--- src/rtl/gpio_alias_pkg.sv ---
package gpio_alias_pkg;

  // Operation chosen by the two address bits above the register offset
  typedef enum logic [1:0] {
    OP_PLAIN  = 2'd0,
    OP_TOGGLE = 2'd1,
    OP_SET    = 2'd2,
    OP_CLEAR  = 2'd3
  } alias_op_e;

  // Register addressed inside one window
  typedef enum logic [1:0] {
    REG_NONE   = 2'd0,
    REG_DOUT   = 2'd1,
    REG_DIR    = 2'd2,
    REG_SAMPLE = 2'd3
  } reg_sel_e;

  localparam int unsigned OFS_DOUT   = 32'h00;
  localparam int unsigned OFS_DIR    = 32'h04;
  localparam int unsigned OFS_SAMPLE = 32'h08;

endpackage

--- src/rtl/gpio_alias_decode.sv ---
module gpio_alias_decode
  import gpio_alias_pkg::*;
#(
  parameter int ADDR_W = 14
) (
  input  logic [ADDR_W-1:0] addr,
  output alias_op_e         op,
  output reg_sel_e          sel
);
  localparam int WIN_LSB = ADDR_W - 2;

  logic [WIN_LSB-1:0] ofs;
  assign ofs = addr[WIN_LSB-1:0];
  assign op  = alias_op_e'(addr[ADDR_W-1:WIN_LSB]);

  always_comb begin
    sel = REG_NONE;
    if (ofs == WIN_LSB'(OFS_DOUT))        sel = REG_DOUT;
    else if (ofs == WIN_LSB'(OFS_DIR))    sel = REG_DIR;
    else if (ofs == WIN_LSB'(OFS_SAMPLE)) sel = REG_SAMPLE;
  end
endmodule

--- src/rtl/gpio_alias_update.sv ---
module gpio_alias_update
  import gpio_alias_pkg::*;
#(
  parameter int W = 28
) (
  input  logic      en,
  input  alias_op_e op,
  input  logic [W-1:0] cur,
  input  logic [W-1:0] mask,
  output logic [W-1:0] nxt
);
  always_comb begin
    nxt = cur;
    if (en) begin
      case (op)
        OP_PLAIN:  nxt = mask;
        OP_TOGGLE: nxt = cur ^ mask;
        OP_SET:    nxt = cur | mask;
        OP_CLEAR:  nxt = cur & ~mask;
        default:   nxt = cur;
      endcase
    end
  end
endmodule

--- src/rtl/gpio_pin_sampler.sv ---
module gpio_pin_sampler #(
  parameter int W      = 28,
  parameter int STAGES = 2
) (
  input  logic         clk,
  input  logic         rst,
  input  logic [W-1:0] pins,
  output logic [W-1:0] sampled
);
  logic [W-1:0] st [STAGES];

  always_ff @(posedge clk) begin
    if (rst) begin
      for (int i = 0; i < STAGES; i++) st[i] <= '0;
    end else begin
      st[0] <= pins;
      for (int i = 1; i < STAGES; i++) st[i] <= st[i-1];
    end
  end

  assign sampled = st[STAGES-1];

  // the first stage takes the pin levels on every edge out of reset
  p_first_stage_r9: assert property (@(posedge clk) disable iff (rst)
    !$past(rst) |-> st[0] == $past(pins));
endmodule

--- src/rtl/gpio_alias_bank.sv ---
module gpio_alias_bank
  import gpio_alias_pkg::*;
#(
  parameter int NPINS       = 28,
  parameter int DATA_W      = 32,
  parameter int ADDR_W      = 14,
  parameter int SYNC_STAGES = 2
) (
  input  logic              clk,
  input  logic              rst,
  input  logic              bus_we,
  input  logic [ADDR_W-1:0] bus_addr,
  input  logic [DATA_W-1:0] bus_wdata,
  output logic [DATA_W-1:0] bus_rdata,
  output logic [NPINS-1:0]  pad_out,
  output logic [NPINS-1:0]  pad_oe,
  input  logic [NPINS-1:0]  pad_in
);
  alias_op_e op;
  reg_sel_e  sel;
  logic [NPINS-1:0] mask;
  logic [NPINS-1:0] dout_q, dir_q, dout_d, dir_d, sample_q;
  logic [DATA_W-1:0] rd_d;

  gpio_alias_decode #(.ADDR_W(ADDR_W)) u_dec (
    .addr(bus_addr), .op(op), .sel(sel)
  );

  assign mask = bus_wdata[NPINS-1:0];

  generate
    if (NPINS < DATA_W) begin : g_hi
      logic unused_wdata_hi;
      assign unused_wdata_hi = ^bus_wdata[DATA_W-1:NPINS];
    end
  endgenerate

  gpio_alias_update #(.W(NPINS)) u_upd_dout (
    .en(bus_we && sel == REG_DOUT), .op(op), .cur(dout_q), .mask(mask), .nxt(dout_d)
  );

  gpio_alias_update #(.W(NPINS)) u_upd_dir (
    .en(bus_we && sel == REG_DIR), .op(op), .cur(dir_q), .mask(mask), .nxt(dir_d)
  );

  gpio_pin_sampler #(.W(NPINS), .STAGES(SYNC_STAGES)) u_samp (
    .clk(clk), .rst(rst), .pins(pad_in), .sampled(sample_q)
  );

  always_ff @(posedge clk) begin
    if (rst) begin
      dout_q <= '0;
      dir_q  <= '0;
    end else begin
      dout_q <= dout_d;
      dir_q  <= dir_d;
    end
  end

  // Read path ignores the window bits: every alias returns plain contents
  always_comb begin
    case (sel)
      REG_DOUT:   rd_d = DATA_W'(dout_q);
      REG_DIR:    rd_d = DATA_W'(dir_q);
      REG_SAMPLE: rd_d = DATA_W'(sample_q);
      default:    rd_d = '0;
    endcase
  end

  always_ff @(posedge clk) begin
    if (rst) bus_rdata <= '0;
    else     bus_rdata <= rd_d;
  end

  assign pad_out = dout_q;
  assign pad_oe  = dir_q;

  // plain write to the enable register replaces it with the mask
  p_plain_dir_r2: assert property (@(posedge clk) disable iff (rst)
    (bus_we && sel == REG_DIR && op == OP_PLAIN) |=> dir_q == $past(mask));

  // toggle write flips exactly the masked bits
  p_toggle_r3: assert property (@(posedge clk) disable iff (rst)
    (bus_we && sel == REG_DOUT && op == OP_TOGGLE) |=> (dout_q ^ $past(dout_q)) == $past(mask));

  // set write leaves all masked bits at one
  p_set_r4: assert property (@(posedge clk) disable iff (rst)
    (bus_we && sel == REG_DOUT && op == OP_SET) |=> (dout_q & $past(mask)) == $past(mask));

  // clear write leaves all masked bits at zero
  p_clear_r5: assert property (@(posedge clk) disable iff (rst)
    (bus_we && sel == REG_DOUT && op == OP_CLEAR) |=> (dout_q & $past(mask)) == '0);

  // writes to the sample register touch no writable register
  p_sample_ro_r6: assert property (@(posedge clk) disable iff (rst)
    (bus_we && sel == REG_SAMPLE) |=> ($stable(dout_q) && $stable(dir_q)));

  // read data is the pre-edge contents whatever the window
  p_read_dout_r7: assert property (@(posedge clk) disable iff (rst)
    (sel == REG_DOUT) |=> bus_rdata == DATA_W'($past(dout_q)));

  // undecoded offsets leave both registers and read as zero
  p_undecoded_r11: assert property (@(posedge clk) disable iff (rst)
    (sel == REG_NONE) |=> ($stable(dout_q) && $stable(dir_q) && bus_rdata == '0));
endmodule

--- config.mk ---
export PLATFORM = sky130hd
export DESIGN_NAME = gpio_alias_bank
export DESIGN_NICKNAME = d
export VERILOG_FILES = /design/src/rtl/gpio_alias_pkg.sv /design/src/rtl/gpio_alias_decode.sv /design/src/rtl/gpio_alias_update.sv /design/src/rtl/gpio_pin_sampler.sv /design/src/rtl/gpio_alias_bank.sv
export SDC_FILE = /design/constraint.sdc
export NUM_CORES = 1
export LEC_CHECK = 0
export ABC_AREA = 1
export BUFFER_PORTS_ARGS = -buffer_cell sky130_fd_sc_hd__buf_2
export CAP_MARGIN = 20
export CORE_MARGIN = 2
export CORE_UTILIZATION = 55
export DETAILED_ROUTE_END_ITERATION = 6
export PLACE_DENSITY = 0.92
export SLEW_MARGIN = 20
export SYNTH_ARGS = -nofsm -noshare
export SYNTH_HDL_FRONTEND = slang
export SYNTH_SLANG_ARGS = --single-unit
--- constraint.sdc ---
create_clock -name clk -period 1.6 [get_ports clk]
set_input_delay 0.32 -clock clk [delete_from_list [all_inputs] [get_ports clk]]
set_output_delay 0.32 -clock clk [all_outputs]
set_load 0.005 [all_outputs]
Word level (Yosys, flattened, before mapping)

Memory sizes are Yosys's and may differ from the RTL's.
Cells that the tools add are included.

Equal/unequal tests: 8
Muxes and demuxes: 11
Bitwise logic cells: 9
Reductions and logical operators: 4

Operator list:

| cell                  | count |
|---|---|
| $pmux W28 S4          | 2 |
| $pmux W28 S3          | 1 |
| $and A28 B28 Y28      | 2 |
| $mux W28              | 2 |
| $or A28 B28 Y28       | 2 |
| $xor A28 B28 Y28      | 2 |
| $not A28 Y28          | 1 |
| $eq A12 B3 Y1 const B | 1 |
| $eq A12 B4 Y1 const B | 1 |
| $logic_not A12 Y1     | 1 |
| $eq A2 B2 Y1 const B  | 4 |
| $mux W2               | 3 |
| $eq A2 B1 Y1 const B  | 2 |
| $mux W1               | 3 |
| $logic_and A1 B1 Y1   | 2 |
| $logic_not A2 Y1      | 1 |
| $or A1 B1 Y1          | 2 |

Register bits after elaboration: 88
RAM bits: 56
Input port bits: 77
Output and inout bits: 88
Memories kept: 1

Memory list:

| memory    | words | width | rd ports | clocked after Yosys merged registers in | wr ports | RTL line               | text |
|---|---|---|---|---|---|---|---|
| u_samp.st | 2     | 28    | 2        | 0                                       | 2        | gpio_pin_sampler.sv:10 | `logic [W-1:0] st [STAGES];` |

Logic depth before layout (Yosys ltp)

Gate-level depths: netlist (run 1).

Depth in word-level cells: 6
Mapped depth: 9
Gate-level depth less buffers: 7

Modules after synthesis

A second synthesis (run 1) with hierarchy kept.

Cells, all modules: 1,414
Area total of the unflattened synthesis: 9,656.8 µm²

By module, submodules not included:

| module            | times used | cells an instance | area an instance (µm²) | seq. area each (µm²) |
|---|---|---|---|---|
| gpio_alias_update | 2          | 393               | 2,230.9                | 0.0 |
| gpio_alias_bank   | 1          | 401               | 3,276.9                | 1,681.6 |
| gpio_pin_sampler  | 1          | 202               | 1,813.0                | 1,121.1 |
| gpio_alias_decode | 1          | 25                | 105.1                  | 0.0 |

Worst setup path after synthesis (run 1)

Ideal clock, no wire load.

Path type: in2reg
From: input port bus_addr[11]
To: register dir_q[10] (netlist: pad_oe[10])
Setup time: 0.113 ns
Data arrival time: 1.201 ns
Data required time: 1.487 ns
Slack: 0.286 ns
Cell stages on the path: 8
Cells stage by stage: nor2_1 > nand2_1 > nor2_4 > nand3_1 > buf_2 > buf_2 > nor2_1 > nor2_1

Longest elaborated chain between the ends: 6
Elaborated cells on any way between the ends: 8
Those cells by class: 3 x eq/ne; 3 x mux; 2 x reduce/logical

RTL lines:

| element                 | RTL line                | text |
|---|---|---|
| start: declaration      | gpio_alias_bank.sv:12   | `input logic [ADDR_W-1:0] bus_addr,` |
| $eq A12 B4 Y1           | gpio_alias_decode.sv:20 | `else if (ofs == WIN_LSB'(OFS_SAMPLE)) sel = REG_SAMPLE;` |
| $mux W2                 | gpio_alias_decode.sv:20 |  |
| $mux W2                 | gpio_alias_decode.sv:19 | `else if (ofs == WIN_LSB'(OFS_DIR)) sel = REG_DIR;` |
| $mux W2 (*)             | gpio_alias_decode.sv:18 | `if (ofs == WIN_LSB'(OFS_DOUT)) sel = REG_DOUT;` |
| $eq A2 B2 Y1 (*)        | gpio_alias_bank.sv:43   | `.en(bus_we && sel == REG_DIR), .op(op), .cur(dir_q), .mask(mask), .nxt(dir_d)` |
| $logic_and A1 B1 Y1 (*) | gpio_alias_bank.sv:43   |  |
| end signal: assignment  | gpio_alias_bank.sv:56   | `dir_q <= dir_d;` |
| end: declaration        | gpio_alias_bank.sv:22   | `logic [NPINS-1:0] dout_q, dir_q, dout_d, dir_d, sample_q;` |

Mark *: on every way between the ends. The rest lies on a longest branch, timed or not.
A chain may end at the register's enable or synchronous reset.

Worst setup path in the final report (run 1)

From: register dout_q[4] (netlist: pad_out[4])
To: output port pad_out[4]

RTL lines:

| element                  | RTL line              | text |
|---|---|---|
| start: declaration       | gpio_alias_bank.sv:22 |  |
| start signal: assignment | gpio_alias_bank.sv:55 | `dout_q <= dout_d;` |
| end: declaration         | gpio_alias_bank.sv:15 | `output logic [NPINS-1:0] pad_out,` |

No word-level cell between the ends.

==> results of run 1 <==
[Yosys cell counts]
cell | number | area, um2
nor2_4 | 2 | 22.5
nand3_1 | 114 | 571
o21ai_0 | 1 | 5.00
buf_2 | 38 | 190
and2_1 | 1 | 6.26
buf_4 | 8 | 60.1
inv_1 | 230 | 863
nor2_1 | 177 | 664
buf_1 | 1 | 3.75
ha_1 | 112 | 1400
conb_1 | 1 | 3.75
nand4_1 | 56 | 350
nor2_2 | 2 | 12.5
dfxtp_1 | 140 | 2800
clkbuf_1 | 17 | 63.8
buf_6 | 4 | 45.0
nand2_1 | 341 | 1280
[layout make-up]
class / instances / share of cell area, %
Sequential cell: 140 / 28.3
Multi-Input combinational cell: 810 / 44.1
Clock buffer: 17 / 4.30
Clock inverter: 15 / 1.45
Inverter: 230 / 8.73
Timing Repair Buffer: 176 / 10.7
Tap cell: 188 / 2.38
Antenna cell: 2 / 0.0506
[stage by stage]
stage               area [um2]  power (uW)  setup WS (ns)  cells
floorplan                 8360        4080          0.286   1248
global placement          9320        4290          0.124   1544
detailed placement        9320        4320         0.0575   1544
CTS                       9880        8120          0.227   1576
global route              9890        8360          0.189   1578
finish                    9890        8080          0.238   1578
[cells by family after synthesis]
kind of cell / after synthesis / share of synthesized area, %
DFF: 140 / 33.6
and+or+nand+nor: 693 / 34.8
buffers and inverters: 298 / 14.7
adders and majority gates: 112 / 16.8
AOI/OAI and AO/OA: 1 / 0.0599
other: 1 / 0.0449
[power by group]
part	total, uW	internal (uW)	leakage [uW]	switching (uW)
combinational	686	258	0.00437	428
sequential	3570	3550	0.00114	19.3
clock	3830	2070	0.000280	1760
total	8080	5880	0.00579	2200
[sequential cells by signal, indices dropped and copies added, names as in the netlist]
register and flops:
bus_rdata 28, pad_oe 28, pad_out 28, u_samp.st 56
[routing by layer]
metal	global-route usage (%)	share of wire, %	vias to the layer above
met5	0	0	-
met4	13.2	3.7	0
met3	5.11	8.1	76
met2	41.8	45	373
met1	34.8	43	3600
li1	-	-	4010
[how the worst max path moves through the flow]
stage                 start     endpoint  cells after the start
2_1_floorplan  bus_addr[11]   pad_oe[10]                      8
3_5_place_dp    bus_addr[1]   pad_oe[16]                      9
3_3_place_gp    bus_addr[1]  pad_out[25]                      8
4_1_cts           pad_oe[2]    pad_oe[2]                      1
5_1_grt           pad_oe[2]    pad_oe[2]                      1
6_report         pad_out[4]   pad_out[4]                      1
==> impl_metrics.env, run 1 <==
export IMPL_status="completed"
export IMPL_fin_worst_skew_ns=0.00551
export IMPL_cts_buffers=17
export IMPL_final_core_util_pct=65.8
export IMPL_drt_pass1_iter_count=6
export IMPL_wl_per_cell_um=13.6
export IMPL_min_period_ns=1.36
export IMPL_fmax_mhz=734
export IMPL_vias=8059
export IMPL_clkTransAtPathRegs_ns=0.06
export IMPL_h_tree_depth=4
export IMPL_seqCellArea_um2=2800
export IMPL_cts_hold_buffers=0
export IMPL_yosysWarnings=0
export IMPL_vias_per_cell=5.11
export IMPL_p_leak_uw=0.00579
export IMPL_routed_wl_um=21500
export IMPL_rsz0062_at_grt="no"
export IMPL_worstReg2RegEnd="pad_oe[24]"
export IMPL_slowest_delay_ns=0.46
export IMPL_cts_root_buffer="clkbuf_16"
export IMPL_hold_class="primary input to register"
export IMPL_syn_area_um2=8350
export IMPL_fin_setup_tns_ns=0
export IMPL_holdWs_ns=0.0952
export IMPL_crit_slowest_cell="dfxtp_1"
export IMPL_final_common_cell="nand2_1"
export IMPL_arrival_ns=1.04
export IMPL_syn_inst=1245
export IMPL_area_growth_pct=18.5
export IMPL_final_cell_mix="nand2_1, inv_1, nor2_1"
export IMPL_cts_tree="yes"
export IMPL_die_w_um=127
export IMPL_min_path_cells=3
export IMPL_grt_pass1_wl_um=34600
export IMPL_cp_max_fo=4
export IMPL_io_pin_count=165
export IMPL_hold_violations=0
export IMPL_post_cts_resized=0
export IMPL_detail_route_antenna_nets=0
export IMPL_grt_pass1_vias=7411
export IMPL_fillers=1247
export IMPL_drt_iter0_markers=809
export IMPL_clk_path_buf_depth=2
export IMPL_multi_input_area_um2=4360
export IMPL_core_um2=15000
export IMPL_hold_start="pad_in[24]"
export IMPL_power_density_nw_per_um2=817
export IMPL_antenna_found_initial=2
export IMPL_track_usage_pct=26.5
export IMPL_clock_sinks=140
export IMPL_worstSetupPathType="register to output pin"
export IMPL_ir_drop_mv=0.758
export IMPL_worstRegToRegCells=6
export IMPL_avgSynthCellArea_um2=6.70
export IMPL_nNetsFinal=1564
export IMPL_timing_rr_start="pad_oe[24]"
export IMPL_overflow=0
export IMPL_setup_viol=0
export IMPL_period_share_pct=85.1
export IMPL_rrSetupSlack_ns=0.34
export IMPL_dieArea_um2=16200
export IMPL_grt_max_degree=59
export IMPL_die_h_um=127
export IMPL_routabilityCongestion=0.893
export IMPL_cp_top_family="flip-flops"
export IMPL_start_util_pct=55.5
export IMPL_worstHoldEndpoint="u_samp.st[0][24]"
export IMPL_drive_above_1_share_pct=15.7
export IMPL_rows=45
export IMPL_drv_cap=0
export IMPL_synth_seq_cells=140
export IMPL_cts_setup_buffers=0
export IMPL_cp_start_kind="register"
export IMPL_yosysSeqAreaShare_pct=33.6
export IMPL_required_ns=1.28
export IMPL_crit_buf_inv=1
export IMPL_io_buffers=156
export IMPL_dp_hpwl_um=14700
export IMPL_crit_chain="buf_2"
export IMPL_drcViolationCount=0
export IMPL_final_max_slew_violation_count=0
export IMPL_ys_types=17
export IMPL_insertion_delay_ns=0.42
export IMPL_end_kind="output pin"
(Power assumes the default switching activity.)
==> run 2: changes to the inputs <==
--- a/config.mk
+++ b/config.mk
@@ -11,8 +11,9 @@
 export CORE_MARGIN = 2
 export CORE_UTILIZATION = 55
 export DETAILED_ROUTE_END_ITERATION = 6
-export PLACE_DENSITY = 0.92
+export PLACE_DENSITY = 0.9
 export SLEW_MARGIN = 20
 export SYNTH_ARGS = -nofsm -noshare
 export SYNTH_HDL_FRONTEND = slang
+export SYNTH_HIERARCHICAL = 1
 export SYNTH_SLANG_ARGS = --single-unit
==> impl_metrics.env, run 2 <==
export IMPL_worstReg2RegEnd="pad_oe[17]"
export IMPL_cts_hold_buffers=0
export IMPL_switching_share_pct=25.5
export IMPL_crit_path_start="bus_addr[7]"
export IMPL_routed_wl_um=25000
export IMPL_start_util_pct=56.0
export IMPL_syn_area_um2=9660
export IMPL_track_usage_pct=27.3
export IMPL_h_tree_depth=4
export IMPL_detail_route_antenna_nets=0
export IMPL_avgSynthCellArea_um2=6.83
export IMPL_yosysWarnings=6
export IMPL_fmax_mhz=693
export IMPL_io_buffers=156
export IMPL_synth_edff_count=0
export IMPL_synthFlopType="dfxtp_1"
export IMPL_p_clk_share_pct=46.5
export IMPL_ys_types=22
export IMPL_drt_iter0_markers=753
export IMPL_crit_top_cell="nand2_1"
export IMPL_drcViolationCount=0
export IMPL_hold_violations=0
export IMPL_placed_cells_incl_taps=1725
export IMPL_finalNonFillerCells=1759
export IMPL_crit_slowest_cell="buf_4"
export IMPL_die_w_um=137
export IMPL_final_cell_mix="inv_1, nand2_1, nand3_1"
export IMPL_endpoint="pad_oe[27]"
export IMPL_core_um2=17200
export IMPL_final_max_slew_violation_count=0
export IMPL_syn_inst=1414
export IMPL_yosysSeqAreaShare_pct=29.0
export IMPL_arrival_ns=1.79
export IMPL_crit_chain="buf_2 -> inv_4 -> nand2_1 -> nor2_2 -> nand2_2 -> nor2_4 -> inv_2 -> nor3_2 -> inv_2 -> buf_4 -> a21oi_1 -> nand2_1 -> nand2_1 -> inv_1 -> nor2_1"
export IMPL_grt_max_degree=113
export IMPL_dieArea_um2=18600
export IMPL_p_int_uw=6160
export IMPL_worstRegToRegCells=8
export IMPL_io_pin_count=165
export IMPL_p_leak_uw=0.00599
export IMPL_cp_max_fo=17
export IMPL_slowest_delay_ns=0.20
export IMPL_clock_sinks=140
export IMPL_insertion_delay_ns=0.42
export IMPL_synth_seq_cells=140
export IMPL_fin_worst_skew_ns=0.00962
export IMPL_holdWs_ns=0.0954
export IMPL_drv_cap=0
export IMPL_timing_rr_start="pad_oe[17]"
export IMPL_fin_setup_tns_ns=0
export IMPL_worstSetupPathType="primary input to register"
export IMPL_p_switching_uw=2110
export IMPL_p_seq_share_pct=43.2
export IMPL_rows=48
export IMPL_cts_buffers=17
export IMPL_cts_tree="yes"
export IMPL_drt_pass1_iter_count=6
export IMPL_yosys_area_top_type="dfxtp_1"
export IMPL_antenna_found_initial=2
export IMPL_relSlewSlack_pct=62.3
export IMPL_vias=9089
export IMPL_end_kind="register"
export IMPL_async_flop_share_pct=0
export IMPL_grt_pass1_vias=8510
export IMPL_power_frac_comb_pct=10.3
export IMPL_rrSetupSlack_ns=0.17
export IMPL_clk_path_buf_depth=2
export IMPL_cts_root_buffer="clkbuf_16"
export IMPL_final_common_cell="inv_1"
export IMPL_hold_class="primary input to register"
export IMPL_drive_above_1_share_pct=19.6
export IMPL_rsz0062_at_grt="no"
export IMPL_required_ns=1.95
export IMPL_power_density_nw_per_um2=748
export IMPL_dp_hpwl_um=17600
export IMPL_status="completed"
export IMPL_setup_viol=0
export IMPL_overflow=0
export IMPL_vias_per_cell=5.17
export IMPL_synthTopCellsByCount="inv_1, nand2_1, nand3_1, nor2_1, dfxtp_1"
export IMPL_dp_slack_ns=-0.315
export IMPL_nNetsFinal=1709
export IMPL_grt_pass1_wl_um=40100
export IMPL_synthTopCellsByArea="dfxtp_1, ha_1, inv_1, nand3_1, nand2_1"
export IMPL_area_growth_pct=14.5
export IMPL_regMostFlops="u_samp/st"
export IMPL_yosysMostFrequentCell="inv_1"
export IMPL_clkTransAtPathRegs_ns=0.06
export IMPL_synth_top_area_share_pct=29.0
export IMPL_ir_drop_mv=0.884
export IMPL_setup_slack_ns=0.156
export IMPL_min_period_ns=1.44
export IMPL_worst_pin_slew_ns=0.566
export IMPL_period_share_pct=90.2
export IMPL_routabilityCongestion=0.868
export IMPL_wl_per_cell_um=14.2
export IMPL_die_h_um=137
export IMPL_cp_start_kind="primary input"
export IMPL_largest_reg_flops=56
==> run 2: cell count changes in the layout (fill, tap and decap cells not counted), moves of 3 or more <==
cell / before / now
nand3_1: 112 / 207
inv_6: 7 / 2
nor2_2: 4 / 1
a21oi_1: 0 / 31
inv_1: 230 / 295
o21bai_1: 0 / 36
nor2_1: 173 / 150
a21oi_2: 0 / 25
buf_4: 10 / 29
inv_2: 0 / 11
nand2_1: 341 / 253
nand4_1: 56 / 0
clkinvlp_4: 1 / 4
nand3_2: 2 / 24
==> run 2: logic make-up after synthesis <==
| group | count (synthesis) | share of synthesized area [%] |
|---|---|---|
| other cells | 1 | 0.0388 |
| flops | 140 | 29.0 |
| fa+ha+maj | 112 | 14.5 |
| buf+inv | 423 | 20.8 |
| simple gates | 644 | 29.7 |
| compound gates | 94 | 5.93 |
==> run 2: metal layers <==
layer	track usage [%]	wire (um)	up-vias
met1	30.5	9540	4115
li1	-	-	4452
met5	0	0	-
met3	6.44	1980	102
met2	46.7	12100	420
met4	16.9	1460	0
==> run 2: how the worst min path moves through the flow <==
stage | start | to | slack (ns) | cells after the start
after floorplan | u_samp/st[0][0] | u_samp/st[0][28] | 0.39 | 2
after global placement | u_samp/st[0][7] | u_samp/st[0][35] | 0.39 | 2
after detailed placement | u_samp/st[0][1] | u_samp/st[0][29] | 0.39 | 2
after CTS | pad_in[1] | u_samp/st[0][1] | 0.09 | 3
after global routing | pad_in[2] | u_samp/st[0][2] | 0.09 | 3
final | pad_in[1] | u_samp/st[0][1] | 0.1 | 3
==> run 2: worst max-delay path: cells and delay by family <==
family,cells,cell delay (ns)
AOI/OAI and AO/OA,1,0.13
buffers and inverters,6,0.54
and+or+nand+nor,8,0.80
==> run 2: per-stage QoR <==
stage          cell area, um2  power, uW  utilization [%]
6_report                11100       8270             64.1
2_1_floorplan            9880       4270                -
3_5_place_dp            10500       4480             60.7
4_1_cts                 11000       8320             64.0
3_3_place_gp            10500       4430             60.7
5_1_grt                 11000       8600             64.1
==> run 2: area by class of cell <==
| class | count | area [um2] |
|---|---|---|
| antenna | 2 | 5.00 |
| clock buffer | 18 | 429 |
| clock inverter | 13 | 143 |
| fill | 1470 | 6180 |
| inverter | 311 | 1180 |
| multi-input combinational | 854 | 4980 |
| sequential | 140 | 2800 |
| tap | 225 | 282 |
| timing repair buffer | 196 | 1230 |
==> run 2: power groups by stage <==
stage          Clock, uW  Sequential, uW  Combinational, uW
6_report            3850            3570                851
5_1_grt             4070            3580                950
4_1_cts             3900            3570                841
3_5_place_dp           0            3650                833
3_3_place_gp           0            3650                787
2_1_floorplan          0            3640                631
==> run 2: repair_timing <==
action / in CTS / in global routing
gates resized for setup: 0 / 3
setup buffers: 0 / 1
endpoints found under the setup margin: 0 / 21
